[config.mk]
export PLATFORM = sky130hd
export DESIGN_NAME = refclk_switch_seq
export DESIGN_NICKNAME = d
export VERILOG_FILES = /design/src/rtl/refclk_sw_pkg.sv /design/src/rtl/rcs_req_check.sv /design/src/rtl/rcs_bus_port.sv /design/src/rtl/rcs_seq_fsm.sv /design/src/rtl/refclk_switch_seq.sv
export SDC_FILE = /design/constraint.sdc
export NUM_CORES = 1
export LEC_CHECK = 0
export ABC_AREA = 1
export BUFFER_PORTS_ARGS = -buffer_cell sky130_fd_sc_hd__buf_2
export CELL_PAD_IN_SITES_DETAIL_PLACEMENT = 1
export CELL_PAD_IN_SITES_GLOBAL_PLACEMENT = 1
export CORE_ASPECT_RATIO = 0.75
export CORE_MARGIN = 5
export CORE_UTILIZATION = 34
export CTS_BUF_LIST = sky130_fd_sc_hd__clkbuf_2
export DETAILED_ROUTE_END_ITERATION = 8
export PLACE_DENSITY_LB_ADDON = 0.1
export SLEW_MARGIN = 20
export SYNTH_ARGS = -nofsm -noshare
export SYNTH_HDL_FRONTEND = slang
export SYNTH_SLANG_ARGS = --single-unit
[constraint.sdc]
create_clock -name clk -period 1.5 [get_ports clk]
set_input_delay 0.075 -clock clk [delete_from_list [all_inputs] [get_ports clk]]
set_output_delay 0.075 -clock clk [all_outputs]
set_load 0.05 [all_outputs]
[src/rtl/refclk_sw_pkg.sv]
package refclk_sw_pkg;

    localparam int ADDR_W   = 12;
    localparam int DATA_W   = 32;
    localparam int CODE_W   = 8;
    localparam int IDX_W    = 3;
    localparam int MAX_CLKS = 5;

    localparam logic [ADDR_W-1:0] SEL_ADDR = 12'h112;
    localparam logic [ADDR_W-1:0] LUT_BASE = 12'h113;

    typedef enum logic [2:0] {
        ST_IDLE,
        ST_ARB,
        ST_LUT_RD,
        ST_SEL_RD,
        ST_SEL_WR,
        ST_DONE
    } sw_state_e;

    typedef enum logic [1:0] {
        OP_NONE,
        OP_READ,
        OP_WRITE
    } bus_op_e;

    typedef struct packed {
        bus_op_e             op;
        logic [ADDR_W-1:0]   addr;
        logic [DATA_W-1:0]   wdata;
    } bus_cmd_t;

    function automatic logic [ADDR_W-1:0] lut_addr(input logic [IDX_W-1:0] idx);
        return LUT_BASE + ADDR_W'(idx);
    endfunction

    function automatic logic [DATA_W-1:0] merge_code(input logic [DATA_W-1:0] old_word,
                                                     input logic [CODE_W-1:0] code);
        return {old_word[DATA_W-1:CODE_W], code};
    endfunction

endpackage

[src/rtl/rcs_req_check.sv]
module rcs_req_check
    import refclk_sw_pkg::*;
#(
    parameter int NUM_CLKS = MAX_CLKS
) (
    input  logic [IDX_W-1:0] idx,
    output logic             idx_ok
);
    localparam int CNT_W = IDX_W + 1;

    generate
        if (NUM_CLKS < 2) begin : g_single
            // one configured clock leaves nothing to switch to
            assign idx_ok = 1'b0;
        end else begin : g_multi
            assign idx_ok = (CNT_W'(idx) < CNT_W'(NUM_CLKS));
        end
    endgenerate
endmodule

[src/rtl/rcs_bus_port.sv]
module rcs_bus_port
    import refclk_sw_pkg::*;
(
    input  logic               clk,
    input  logic               rst,
    input  bus_cmd_t           cmd,
    input  logic               bus_wait,
    input  logic [DATA_W-1:0]  bus_rdata,
    output logic [ADDR_W-1:0]  bus_addr,
    output logic               bus_read,
    output logic               bus_write,
    output logic [DATA_W-1:0]  bus_wdata,
    output logic               ack,
    output logic [DATA_W-1:0]  rdata
);
    assign bus_read  = (cmd.op == OP_READ);
    assign bus_write = (cmd.op == OP_WRITE);
    assign bus_addr  = cmd.addr;
    assign bus_wdata = bus_write ? cmd.wdata : '0;
    assign ack       = (bus_read || bus_write) && !bus_wait;
    assign rdata     = bus_rdata;

    // a stalled access is held unchanged
    a_r7_hold_read: assert property (@(posedge clk) disable iff (rst)
        (bus_read && bus_wait) |=> (bus_read && $stable(bus_addr)));
    a_r7_hold_write: assert property (@(posedge clk) disable iff (rst)
        (bus_write && bus_wait) |=> (bus_write && $stable(bus_addr) && $stable(bus_wdata)));
    // every write targets the selection register
    a_r6_write_target: assert property (@(posedge clk) disable iff (rst)
        bus_write |-> (bus_addr == SEL_ADDR));
    a_r7_one_strobe: assert property (@(posedge clk) disable iff (rst)
        !(bus_read && bus_write));
endmodule

[src/rtl/rcs_seq_fsm.sv]
module rcs_seq_fsm
    import refclk_sw_pkg::*;
(
    input  logic               clk,
    input  logic               rst,
    input  logic               req,
    input  logic [IDX_W-1:0]   idx,
    input  logic               idx_ok,
    input  logic               arb_gnt,
    input  logic               ack,
    input  logic [DATA_W-1:0]  rdata,
    output bus_cmd_t           cmd,
    output logic               busy,
    output logic               done,
    output logic               err,
    output logic               arb_req
);
    sw_state_e           state;
    logic [IDX_W-1:0]    idx_q;
    logic [CODE_W-1:0]   code_q;
    logic [DATA_W-1:0]   word_q;

    always_ff @(posedge clk) begin
        if (rst) begin
            state  <= ST_IDLE;
            err    <= 1'b0;
            idx_q  <= '0;
            code_q <= '0;
            word_q <= '0;
        end else begin
            err <= 1'b0;
            unique case (state)
                ST_IDLE: begin
                    if (req) begin
                        if (idx_ok) begin
                            idx_q <= idx;
                            state <= ST_ARB;
                        end else begin
                            err <= 1'b1;
                        end
                    end
                end
                ST_ARB: begin
                    if (arb_gnt) state <= ST_LUT_RD;
                end
                ST_LUT_RD: begin
                    if (ack) begin
                        code_q <= rdata[CODE_W-1:0];
                        state  <= ST_SEL_RD;
                    end
                end
                ST_SEL_RD: begin
                    if (ack) begin
                        word_q <= merge_code(rdata, code_q);
                        state  <= ST_SEL_WR;
                    end
                end
                ST_SEL_WR: begin
                    if (ack) state <= ST_DONE;
                end
                ST_DONE: state <= ST_IDLE;
                default: state <= ST_IDLE;
            endcase
        end
    end

    always_comb begin
        cmd = '{op: OP_NONE, addr: '0, wdata: '0};
        unique case (state)
            ST_LUT_RD: cmd = '{op: OP_READ,  addr: lut_addr(idx_q), wdata: '0};
            ST_SEL_RD: cmd = '{op: OP_READ,  addr: SEL_ADDR,        wdata: '0};
            ST_SEL_WR: cmd = '{op: OP_WRITE, addr: SEL_ADDR,        wdata: word_q};
            default:   cmd = '{op: OP_NONE,  addr: '0,              wdata: '0};
        endcase
    end

    assign busy    = (state == ST_ARB) || (state == ST_LUT_RD) ||
                     (state == ST_SEL_RD) || (state == ST_SEL_WR);
    assign arb_req = busy;
    assign done    = (state == ST_DONE);

    // busy only ends through a done pulse
    a_r8_busy_ends_done: assert property (@(posedge clk) disable iff (rst)
        $fell(busy) |-> done);
    a_r8_done_single: assert property (@(posedge clk) disable iff (rst)
        done |=> !done);
    // a rejection leaves the bus alone
    a_r2_err_quiet: assert property (@(posedge clk) disable iff (rst)
        err |-> (!busy && !arb_req && cmd.op == OP_NONE));
    a_r2_err_single: assert property (@(posedge clk) disable iff (rst)
        err |=> !err);
    // no access outside the bus ownership window
    a_r4_access_owned: assert property (@(posedge clk) disable iff (rst)
        (cmd.op != OP_NONE) |-> arb_req);
    a_r8_pulses_exclusive: assert property (@(posedge clk) disable iff (rst)
        $onehot0({done, err}));
endmodule

[src/rtl/refclk_switch_seq.sv]
module refclk_switch_seq
    import refclk_sw_pkg::*;
#(
    parameter int NUM_CLKS = MAX_CLKS
) (
    input  logic               clk,
    input  logic               rst,
    input  logic               sw_req,
    input  logic [IDX_W-1:0]   sw_idx,
    output logic               sw_busy,
    output logic               sw_done,
    output logic               sw_err,
    output logic               arb_req,
    input  logic               arb_gnt,
    output logic [ADDR_W-1:0]  bus_addr,
    output logic               bus_read,
    output logic               bus_write,
    output logic [DATA_W-1:0]  bus_wdata,
    input  logic [DATA_W-1:0]  bus_rdata,
    input  logic               bus_wait
);
    logic              idx_ok;
    logic              ack;
    logic [DATA_W-1:0] rdata;
    bus_cmd_t          cmd;

    rcs_req_check #(.NUM_CLKS(NUM_CLKS)) u_check (
        .idx    (sw_idx),
        .idx_ok (idx_ok)
    );

    rcs_seq_fsm u_fsm (
        .clk     (clk),
        .rst     (rst),
        .req     (sw_req),
        .idx     (sw_idx),
        .idx_ok  (idx_ok),
        .arb_gnt (arb_gnt),
        .ack     (ack),
        .rdata   (rdata),
        .cmd     (cmd),
        .busy    (sw_busy),
        .done    (sw_done),
        .err     (sw_err),
        .arb_req (arb_req)
    );

    rcs_bus_port u_port (
        .clk       (clk),
        .rst       (rst),
        .cmd       (cmd),
        .bus_wait  (bus_wait),
        .bus_rdata (bus_rdata),
        .bus_addr  (bus_addr),
        .bus_read  (bus_read),
        .bus_write (bus_write),
        .bus_wdata (bus_wdata),
        .ack       (ack),
        .rdata     (rdata)
    );
endmodule

==> metrics.md, run 1 <==
| Metric | Value |
|---|---|
| Reg2Reg Setup Slack | `0.06 ns` |
| Clock Skews | `0.0154 ns` |
| Placer congestion estimate | `0.758` |
| WP data arrival | `1.49 ns` |
| Global-route wire length before repair | `11.1 mm` |
| Startpoint of the worst hold path | `bus_wait` |
| Synth area leaders | `dfxtp_1 (44%), nor2_1 (9.5%), a21oi_1 (8.2%), inv_1 (8.1%), o21ai_1 (6.3%)` |
| Initial antenna violation count | `0` |
| Clk root buf | `clkbuf_2` |
| Critical path launch point | `u_fsm.state[1]` |
| Critical path launch point type | `flip-flop` |
| Number of detailed-route iterations in the first pass | `5` |
| Unrepaired setup endpoints after global routing | `true` |
| Final core utilization | `0.577` |
| Leak pwr | `1.51 nW` |
| Worst r2r src | `u_fsm.state[1]` |
| Nets | `453` |
| Die Span Y | `78.7 µm` |
| Largest net degree at the start of global routing | `65` |
| Most frequent cells in the layout | `dfxtp_1 (42), inv_1 (40), buf_2 (40)` |
| Setup ws final | `-0.0683 ns` |
| Ant diodes | `0` |
| Fin Hold WS | `0.112 ns` |
| MaxCap Viol Count | `0` |
| Initial Util | `0.344` |
| DIE WIDTH | `102 µm` |
| Fillers | `744` |
| Row cnt | `25` |
| Sequential-to-total area share from yosys stat | `0.439` |
| Multi-input logic area | `1060 µm²` |
| Post-Route WL | `7.35 mm` |
| Post-synth cell types | `27` |
| Clock sink count | `47` |
| I/O pin cnt | `90` |
| EDFF count, synth | `0` |
| Synth Warn # | `0` |
| Min cycle time layout | `1.57 ns` |
| Synth top area share | `0.439` |
| Hold WC Path Type | `in -> reg` |
| Crit. End Element | `output port` |
| Vias | `2228` |
| Total number of H-tree levels | `2` |
| Avg WL per Cell | `14.9 µm` |
| Final-report setup violation count | `37` |
| Area Growth Syn to Fin | `67.6%` |
| Total power | `4.94 mW` |
| Placed inst area | `2580 µm²` |
| Crit path cell chain | `buf_6 > nand3_4 > a211oi_2 > buf_6` |
| DRC Markers | `0` |
| Clk Latency, worst-skew pair | `0.40 ns` |
| Total CTS buffers | `5` |
| Cell count after synthesis | `288` |
| Core area | `6220 µm²` |
| Pwr/cell area | `1380 nW/µm²` |
| Dominant cell type by area after synthesis | `dfxtp_1` |
| Total global-route track usage | `0.174` |
| Crit-path most repeated cell | `buf_6` |
| Fmax | `638 MHz` |
| WP data required | `1.42 ns` |
| Cells on worst reg2reg path | `7` |
| Top_reg_cell synth | `dfxtp_1` |
| Vias per cell | `4.51` |
| CP peak stage delay | `0.43 ns` |
| Design Area, Final | `3590 µm²` |
| Worst-path maximum fanout | `6` |
| Total gr overflow | `0` |
| Critical path type | `reg -> out` |
| IO buf count | `83` |
| Share of the clock period used by the worst path | `1.05` |
| Post-Syn Area | `2140 µm²` |
| Sequential Area | `955 µm²` |
| Syn avg cell area | `7.44 µm²` |
| CTS Buffer Depth | `2` |
| Hold Fails Final Rpt | `0` |
| Failing checks | `setup timing` |
| Commonest non-fill, non-tap cell in the layout | `dfxtp_1` |
| Slowest CP cell | `dfxtp_4` |
| TritonCTS clock tree | `yes` |
| Post-DRT Antenna Nets | `0` |
| Placed wire-length estimate | `4.14 mm` |
| Setup TNS | `-1.21 ns` |
| Clk pin slew, worst setup/hold paths | `0.22 ns` |
| VDD IR max | `0.00131 V` |
| Synth Register Bits | `47` |
| WHS Path Cells | `5` |
| Vias in the first global route | `2264` |
| Initial DRC count | `30` |
| Max-slew violations | `0` |
| Layout cell share with drive strength beyond 1 | `0.429` |
| Die area | `8000 µm²` |
| Status | `finished with violations` |
| Asr flop ratio synth | `0` |
==> synthesized netlist by cell type, types with 2 or more instances <==
cell type / number
nand3_2: 2
buf_2: 3
nand2_4: 4
inv_2: 2
nand3_1: 4
o21ai_0: 18
clkbuf_1: 4
a21oi_1: 35
nor3_1: 2
nor2_1: 54
inv_1: 46
dfxtp_1: 47
buf_4: 8
nand2_1: 11
nand4_1: 4
o21ai_1: 27
buf_6: 7
==> final timing paths <==
kind / end
min reg2reg: u_fsm.word_q[26]
max reg2reg: u_fsm.code_q[1]
min: u_fsm.state[1]
max: bus_addr[3]
==> power breakdown <==
part           switching, mW  internal (mW)  total [mW]
logic                   1.78           1.07        2.85
clock network          0.398          0.127       0.526
registers              0.121           1.44        1.56
total                   2.30           2.64        4.94
==> metrics by stage <==
step | instances | worst slack, ns
5_1_grt | 494 | -0.182
2_1_floorplan | 293 | -0.0358
6_report | 494 | -0.0683
4_1_cts | 491 | -0.0957
3_3_place_gp | 439 | 0.109
3_5_place_dp | 439 | 0.0657
==> sequential cells by signal, indices dropped and copies added, names as in the netlist <==
signal,flops
u_fsm.idx_q,3
u_fsm.state,3
u_fsm.code_q,8
u_fsm.err,1
u_fsm.word_q,32
==> layout make-up <==
type                       instances  area share
timing repair buffer             135       0.346
clock inverter                     1     0.00139
tap                               81      0.0282
sequential                        47       0.266
multi-input combinational        174       0.294
inverter                          49      0.0547
clock buffer                       7     0.00976
==> routing by layer <==
| metal | vias up | global-route usage | routed length [µm] | share of wire |
|---|---|---|---|---|
| met5 | - | 0 | 0 | 0 |
| met1 | 1029 | 0.220 | 3120 | 0.42 |
| met2 | 56 | 0.304 | 3820 | 0.52 |
| li1 | 1139 | - | - | - |
| met4 | 0 | 0.0372 | 35 | 0.0048 |
| met3 | 4 | 0.0378 | 372 | 0.051 |
==> kinds of logic (layout without fill, tap and decap cells) <==
family	count (synthesis)	after routing	synth area share
buffers and inverters	72	192	0.168
DFF	47	47	0.439
other	1	6	0.00175
xor gates and xnor gates	1	1	0.00409
AOI/OAI and AO/OA	82	82	0.195
and+or+nand+nor	84	84	0.186
adders and majority gates	1	1	0.00584
==> timing repair <==
item | CTS | global route
endpoints found under the hold margin | 36 | 0
hold buffers | 36 | 0
endpoints found under the setup margin | 43 | 48
pin swaps | 4 | 3
setup buffers | 8 | 3
resized for setup | 144 | 32
==> critical path, delay by kind of cell, from the launching register on <==
family	cells	cell delay (ns)
buffers and inverters	2	0.33
AND/OR/NAND/NOR	1	0.13
flip-flops	1	0.43
AO/OA/AOI/OAI	1	0.21
No activity file was read; power rests on OpenSTA's default activity.
==> run 2, diff against run 1 <==
--- a/config.mk
+++ b/config.mk
@@ -11,11 +11,12 @@
 export CELL_PAD_IN_SITES_GLOBAL_PLACEMENT = 1
 export CORE_ASPECT_RATIO = 0.75
 export CORE_MARGIN = 5
-export CORE_UTILIZATION = 34
+export CORE_UTILIZATION = 36
 export CTS_BUF_LIST = sky130_fd_sc_hd__clkbuf_2
 export DETAILED_ROUTE_END_ITERATION = 8
 export PLACE_DENSITY_LB_ADDON = 0.1
 export SLEW_MARGIN = 20
 export SYNTH_ARGS = -nofsm -noshare
 export SYNTH_HDL_FRONTEND = slang
+export SYNTH_HIERARCHICAL = 1
 export SYNTH_SLANG_ARGS = --single-unit
==> constraint.sdc (replaced) <==
create_clock -name clk -period 1.5 [get_ports clk]
set_input_delay 0.3 -clock clk [delete_from_list [all_inputs] [get_ports clk]]
set_output_delay 0.3 -clock clk [all_outputs]
set_load 0.05 [all_outputs]
==> run 2 against run 1 <==
The flow still finishes with violations (setup timing). Critical path type unchanged. Design area grew 35%. Highest routed layer unchanged. Largest power group unchanged. Critical endpoint is now bus_wdata[28]. Combinational power grew 19%. Synthesized cell count up 40%.
==> metrics.md, run 2 <==
| Metric | Value |
|---|---|
| Row cnt | `27 (+8.0%)` |
| Critical path type | `reg -> out` |
| Initial DRC count | `74 (+150%)` |
| Post-synth cell types | `23 (-15%)` |
| Die area | `9440 µm² (+18%)` |
| I/O pin cnt | `90 (unchanged)` |
| Sw Share | `0.457 (-0.00809)` |
| Commonest non-fill, non-tap cell in the layout | `nor2_1` |
| Largest family of logic cells by synthesized area | `buffers and inverters` |
| CP Buf/Inv Count | `5 (+3)` |
| Critical path launch point | `u_fsm/state[1]` |
| Total global-route track usage | `0.201 (+0.0272)` |
| Top Registers | `u_fsm/word_q: 32 flops, u_fsm/code_q: 8 flops` |
| Share of the synthesized area in compound gates (AO/OA/AOI/OAI) | `0.151 (-0.0431)` |
| Worst-path maximum fanout | `5 (-1)` |
| Synth Register Bits | `47 (unchanged)` |
| EDFF count, synth | `0 (unchanged)` |
| Post-Syn Area | `2730 µm² (+27%)` |
| MaxCap Viol Count | `0 (unchanged)` |
| WHS Path Cells | `3 (-2)` |
| Total CTS buffers | `5 (unchanged)` |
| Largest net degree at the start of global routing | `30 (-54%)` |
| Post-Synth Adder-Cell Area | `0.0183 (+0.0125)` |
| Most frequent cells in the layout | `nor2_1 (48), dfxtp_1 (43), buf_2 (40)` |
| Total number of H-tree levels | `2 (unchanged)` |
| Min cycle time layout | `2.16 ns (+0.595 ns)` |
| WP data required | `1.20 ns (-0.22 ns)` |
| Comb pwr share | `0.624 (+0.047)` |
| Total gr overflow | `0 (unchanged)` |
| Post-Synth Simple-Gate Area | `0.183 (-0.00285)` |
| Synth area leaders | `dfxtp_1 (34%), buf_4 (15%), inv_1 (10%), nor2_1 (8.3%), a21oi_1 (6.6%)` |
| Sw power | `2.48 mW (+8.1%)` |
| Share of the clock period used by the worst path | `1.44 (+0.396)` |
| Reg2Reg Setup Slack | `-0.24 ns (-0.30 ns)` |
| Leak pwr | `2.19 nW (+46%)` |
| CTS Buffer Depth | `2 (unchanged)` |
| Clock Skews | `0.0333 ns (+0.0179 ns)` |
| Vias in the first global route | `3068 (+36%)` |
| Most common cell in the netlist | `inv_1` |
| Failing checks | `setup timing` |
| Critical path launch point type | `flip-flop` |
| Placer congestion estimate | `0.803 (+5.9%)` |
| Clock sink count | `47 (unchanged)` |
| Placed inst area | `3440 µm² (+34%)` |
| Worst r2r src | `u_fsm/state[1]` |
| Cell count after synthesis | `402 (+40%)` |
| Ant diodes | `0 (unchanged)` |
| Final core utilization | `0.656 (+0.0796)` |
| Crit path cell chain | `nor2_4 > nand2_4 > inv_4 > ha_4 > buf_6 > buf_16 > nand2_4 > clkinvlp_4 > buf_8` |
| Nets | `529 (+17%)` |
| Asr flop ratio synth | `0 (unchanged)` |
| Reg2reg end | `u_fsm/word_q[3]` |
| VDD IR max | `0.000934 V (-29%)` |
| Pwr/cell area | `1120 nW/µm² (-18%)` |
| Final-report setup violation count | `86 (+130%)` |
| Seq pwr share | `0.272 (-0.044)` |
| Most flops, register | `u_fsm/word_q` |
| Layout cell share with drive strength beyond 1 | `0.644 (+0.215)` |
| Startpoint of the worst hold path | `bus_rdata[4]` |
| Top cells by count, synth | `inv_1 (76), nor2_1 (60), buf_4 (54)` |
| WP data arrival | `1.86 ns (+0.37 ns)` |
| Top delay family on crit path | `buffers and inverters` |
| Clk Latency, worst-skew pair | `0.44 ns (+0.04 ns)` |
| Syn avg cell area | `6.79 µm² (-8.8%)` |
| Global-route wire length before repair | `15.7 mm (+42%)` |
| Hold WC Path Type | `in -> reg` |
| Clk pin slew, worst setup/hold paths | `0.25 ns (+0.03 ns)` |
| Die Span Y | `85.4 µm (+8.4%)` |
| Hold Crit Endpoint | `u_fsm/code_q[4]` |
| Max-slew violations | `0 (unchanged)` |
| Post-Route WL | `10.7 mm (+46%)` |
| Vias per cell | `4.77 (+5.7%)` |
| Initial antenna violation count | `0 (unchanged)` |
| Mux contribution to synthesized area | `0 (unchanged)` |
| CP peak stage delay | `0.42 ns (about the same)` |
| IO buf count | `83 (unchanged)` |
| Design Area, Final | `4830 µm² (+35%)` |
| Dominant cell type by area after synthesis | `dfxtp_1` |
| Post-DRT Antenna Nets | `0 (unchanged)` |
| Synth Warn # | `6 (+6)` |
| Synth top area share | `0.345 (-0.0943)` |
| Pint | `2.95 mW (+12%)` |
| Sequential-to-total area share from yosys stat | `0.345 (-0.0943)` |
| Unrepaired setup endpoints after global routing | `true` |
| Number of detailed-route iterations in the first pass | `4 (-1)` |
| Top_reg_cell synth | `dfxtp_1` |
| Setup ws final | `-0.663 ns (-0.595 ns)` |
| Clock share of power | `0.104 (-0.002)` |
| Slowest CP cell | `dfxtp_4` |
| Crit. End Element | `output port` |
| Vias | `2798 (+26%)` |
| Fmax | `462 MHz (-27%)` |
| Avg WL per Cell | `18.2 µm (+23%)` |
| Area Growth Syn to Fin | `77.2%` |
| Total power | `5.43 mW (+10%)` |
| DRC Markers | `0 (unchanged)` |
| Clk root buf | `clkbuf_2` |
| Cells on worst reg2reg path | `10 (+3)` |
| TritonCTS clock tree | `yes` |
| Max reg flops | `32 (unchanged)` |
| Core area | `7360 µm² (+18%)` |
| Post-synthesis xor/xnor area fraction | `0.00321 (-0.000878)` |
| Placed wire-length estimate | `5.29 mm (+28%)` |
| Status | `finished with violations` |
| DIE WIDTH | `111 µm (+8.7%)` |
| Initial Util | `0.370 (+0.0262)` |
| Hold Fails Final Rpt | `0 (unchanged)` |
| Crit-path most repeated cell | `nand2_4` |
-- run 2: cell type report --
cell class / instances / area [µm²]
inverter: 79 / 433
clock buffer: 6 / 30.0
sequential: 47 / 951
tap: 101 / 126
multi-input combinational: 214 / 1770
fill: 826 / 2530
clock inverter: 2 / 12.5
timing repair buffer: 138 / 1510
-- run 2: cell families after synthesis --
| kind of cell | Yosys count |
|---|---|
| AOI/OAI and AO/OA | 82 |
| xor gates and xnor gates | 1 |
| adders and majority gates | 4 |
| buffers and inverters | 147 |
| DFF | 47 |
| other | 1 |
| and+or+nand+nor | 120 |
-- run 2: worst max path at each step --
stage                          to  slack (ns)  cells past startpoint
floorplan            bus_wdata[0]       -0.06                      8
detailed placement  bus_wdata[16]       -0.20                      8
global placement    bus_wdata[14]       -0.16                      8
CTS                  bus_wdata[3]       -0.62                     10
finish              bus_wdata[28]       -0.66                      9
global route        bus_wdata[28]       -0.74                      9
-- run 2: routing by layer --
metal	vias up	routed length [µm]	GRT usage	part of all wire
met5	-	0	0	0
met4	0	235	0.0515	0.022
met3	19	447	0.0463	0.042
met2	84	5600	0.368	0.52
met1	1369	4420	0.238	0.41
li1	1326	-	-	-
-- run 2: power groups by stage --
stage / clock network [mW] / logic [mW] / registers, mW
2_1_floorplan: 0 / 1.69 / 1.47
3_3_place_gp: 0 / 2.02 / 1.46
3_5_place_dp: 0 / 2.05 / 1.46
4_1_cts: 0.569 / 3.09 / 1.46
5_1_grt: 0.635 / 3.56 / 1.49
6_report: 0.566 / 3.39 / 1.48
-- run 2: per-stage QoR --
step	setup slack (ns)	cells	hold slack [ns]	TNS, ns
floorplan	-0.0612	407	0.377	-1.62
global placement	-0.158	549	0.439	-4.48
detailed placement	-0.203	549	0.445	-6.25
CTS	-0.620	588	0.0114	-27.57
global route	-0.742	587	0.0293	-38.02
finish	-0.663	587	0.0719	-31.68
-- run 2: worst reg2reg max path: cells and delay by family (launching register included) --
family | cells | cell delay (ns)
buf+inv | 4 | 0.51
simple gates | 4 | 0.46
flops | 1 | 0.42
fa+ha+maj | 1 | 0.21
compound gates | 1 | 0.13
-- run 2: repair_timing --
action	4_1_cts	5_1_grt
setup buffers	21	7
endpoints found under the setup margin	82	86
hold buffers	0	1
hold endpoints to repair	0	1
resized for setup	220	58
gates cloned	11	0
pin swaps	31	21
==> run 3, diff against run 2 <==
==> constraint.sdc (replaced) <==
create_clock -name clk -period 1.5 [get_ports clk]
set_input_delay 0.075 -clock clk [delete_from_list [all_inputs] [get_ports clk]]
set_output_delay 0.075 -clock clk [all_outputs]
set_load 0.05 [all_outputs]
==> run 3 against run 2 <==
Core utilization shrank 4.7 points. Design area decreased by 7.1%. Critical path depth down 1. The flow still finishes with violations (setup timing). Maximum frequency increased by 18%. Highest routed layer unchanged. Via count is 2.9% lower. Final cell count increased by 2.2%. Flip-flop and latch count is the same. Sequential share of layout area is 1.5 points higher. Hold slack better by 0.078 ns.
==> metrics.md, run 3 (same netlist as run 2, synthesis figures left out) <==
| Metric | Value |
|---|---|
| Initial DRC count | `77 (+4.1%)` |
| Status | `finished with violations` |
| Fin Hold WS | `0.150 ns (+0.0776 ns)` |
| Failing checks | `setup timing` |
| Clk root buf | `clkbuf_2` |
| CP peak stage delay | `0.42 ns (about the same)` |
| Sw power | `2.11 mW (-15%)` |
| Setup ws final | `-0.335 ns (+0.327 ns)` |
| Crit path cell chain | `nor2_4 > nand2_4 > inv_4 > ha_4 > clkbuf_16 > nand2_1 > inv_1 > buf_6` |
| Critical path type | `reg -> out` |
| Die Span Y | `85.4 µm (unchanged)` |
| MaxCap Viol Count | `0 (unchanged)` |
| DIE WIDTH | `111 µm (unchanged)` |
| Fmax | `545 MHz (+18%)` |
| Row cnt | `27 (unchanged)` |
| Most frequent cells in the layout | `nor2_1 (53), inv_1 (52), dfxtp_1 (43)` |
| Startpoint of the worst hold path | `bus_wait` |
| Layout cell share with drive strength beyond 1 | `0.469 (-0.175)` |
| Max reg flops | `32 (unchanged)` |
| Core area | `7360 µm² (unchanged)` |
| Final core utilization | `0.610 (-0.0469)` |
| WP data arrival | `1.76 ns (-0.10 ns)` |
| Hold Fails Final Rpt | `0 (unchanged)` |
| Clock Skews | `0.00873 ns (-0.0246 ns)` |
| Nets | `542 (+2.5%)` |
| Comb pwr share | `0.555 (-0.069)` |
| Worst-path maximum fanout | `9 (+4)` |
| TritonCTS clock tree | `yes` |
| Crit. End Element | `output port` |
| Hold WC Path Type | `in -> reg` |
| Avg WL per Cell | `14.7 µm (-19%)` |
| Critical path launch point type | `flip-flop` |
| Total CTS buffers | `5 (unchanged)` |
| Multi-input logic area | `1420 µm² (-20%)` |
| DP Worst Slack | `-0.107 ns (+0.0964 ns)` |
| Placed inst area | `3010 µm² (-13%)` |
| Clock share of power | `0.146 (+0.042)` |
| Post-DRT Antenna Nets | `0 (unchanged)` |
| Area Growth Syn to Fin | `64.6%` |
| Die area | `9440 µm² (unchanged)` |
| Initial antenna violation count | `0 (unchanged)` |
| Top delay family on crit path | `buffers and inverters` |
| Unrepaired setup endpoints after global routing | `true` |
| Seq pwr share | `0.299 (+0.027)` |
| Top Registers | `u_fsm/word_q: 32 flops, u_fsm/code_q: 8 flops` |
| Initial Util | `0.370 (unchanged)` |
| Most flops, register | `u_fsm/word_q` |
| Worst r2r src | `u_fsm/state[1]` |
| Total global-route track usage | `0.172 (-0.0291)` |
| Share of the clock period used by the worst path | `1.22 (-0.218)` |
| Final non-filler cell total | `600 (+2.2%)` |
| Vias in the first global route | `2845 (-7.3%)` |
| Ant diodes | `0 (unchanged)` |
| Reg2Reg Setup Slack | `-0.21 ns (+0.03 ns)` |
| Slowest CP cell | `dfxtp_4` |
| WP data required | `1.42 ns (+0.22 ns)` |
| Vias | `2717 (-2.9%)` |
| Largest net degree at the start of global routing | `41 (+37%)` |
| IO buf count | `83 (unchanged)` |
| Commonest non-fill, non-tap cell in the layout | `nor2_1` |
| Design Area, Final | `4490 µm² (-7.1%)` |
| Post-Route WL | `8.84 mm (-17%)` |
| Fillers | `883 (+6.9%)` |
| Placed Instances | `541 (-1.5%)` |
| Final-report setup violation count | `86 (unchanged)` |
| Max-slew violations | `0 (unchanged)` |
| Placed wire-length estimate | `4.84 mm (-8.5%)` |
| Sequential Area | `951 µm² (unchanged)` |
| Total number of H-tree levels | `2 (unchanged)` |
| Cells on worst reg2reg path | `10 (unchanged)` |
| Vias per cell | `4.53 (-5.0%)` |
| Clock sink count | `47 (unchanged)` |
| Total gr overflow | `0 (unchanged)` |
| Total power | `4.89 mW (-10%)` |
| Min cycle time layout | `1.84 ns (-0.327 ns)` |
| CP Buf/Inv Count | `4 (-1)` |
| WHS Path Cells | `6 (+3)` |
| Sw Share | `0.432 (-0.0254)` |
| Leak pwr | `2.02 nW (-7.7%)` |
| CTS Buffer Depth | `2 (unchanged)` |
| Clk Latency, worst-skew pair | `0.42 ns (-0.02 ns)` |
| Reg2reg end | `u_fsm/word_q[13]` |
| VDD IR max | `0.000772 V (-17%)` |
| Pwr/cell area | `1090 nW/µm² (-3.1%)` |
| Number of detailed-route iterations in the first pass | `4 (unchanged)` |
| Hold Crit Endpoint | `u_fsm/code_q[5]` |
| Setup TNS | `-18.62 ns (+13.06 ns)` |
| Global-route wire length before repair | `13.4 mm (-14%)` |
| I/O pin cnt | `90 (unchanged)` |
| DRC Markers | `0 (unchanged)` |
| Clk pin slew, worst setup/hold paths | `0.25 ns (about the same)` |
| Pint | `2.78 mW (-5.8%)` |
| Placer congestion estimate | `0.759 (-5.5%)` |
-- run 3: layer usage --
metal / vias to the layer above / wire length, µm / track usage
met5: - / 0 / 0
met4: 0 / 67 / 0.0347
met3: 7 / 335 / 0.0356
met2: 59 / 4570 / 0.329
met1: 1302 / 3870 / 0.199
li1: 1349 / - / -
-- run 3: power by group through the flow --
stage | clock network (mW) | logic [mW] | registers (mW)
2_1_floorplan | 0 | 1.46 | 1.46
4_1_cts | 0.749 | 2.33 | 1.45
5_1_grt | 0.810 | 2.88 | 1.48
6_report | 0.712 | 2.71 | 1.46
3_5_place_dp | 0 | 1.82 | 1.45
3_3_place_gp | 0 | 1.79 | 1.45
-- run 3: how the worst max path moves through the flow --
stage                         startpoint  slack (ns)  cells past startpoint              end
final                     u_fsm/state[1]       -0.34                      8    bus_wdata[21]
after global routing      u_fsm/state[1]       -0.48                      8    bus_wdata[21]
after CTS                 u_fsm/state[1]       -0.34                      7      bus_addr[1]
after detailed placement  u_fsm/state[2]       -0.11                     11  u_fsm/code_q[1]
after global placement    u_fsm/state[2]       -0.02                     11  u_fsm/code_q[0]
after floorplan           u_fsm/state[1]       -0.04                     10  u_fsm/code_q[0]
-- run 3: worst reg2reg max path: stages, from the launching register on --
cell	delay, ns
dfxtp_4	0.42
nor2_4	0.12
nand2_4	0.09
inv_4	0.07
ha_4	0.20
nor2_4	0.14
buf_12	0.12
nand2_8	0.11
buf_12	0.19
o21ai_4	0.15
a21oi_2	0.04
-- run 3: what timing repair did --
item                                    4_1_cts  5_1_grt
resized for setup                           177       77
endpoints found under the setup margin       86       86
gates cloned                                  2        4
setup buffers                                 4        4
endpoints found under the hold margin        39        0
pin swaps                                     9       14
hold buffers                                 37        0
-- run 3: final cells by class --
class	count	area share
repair buffers	152	0.359
multi-input cells	213	0.315
flip-flops and latches	47	0.212
inverters	79	0.0702
well taps	101	0.0281
clock inverters	3	0.00975
clock buffers	5	0.00557
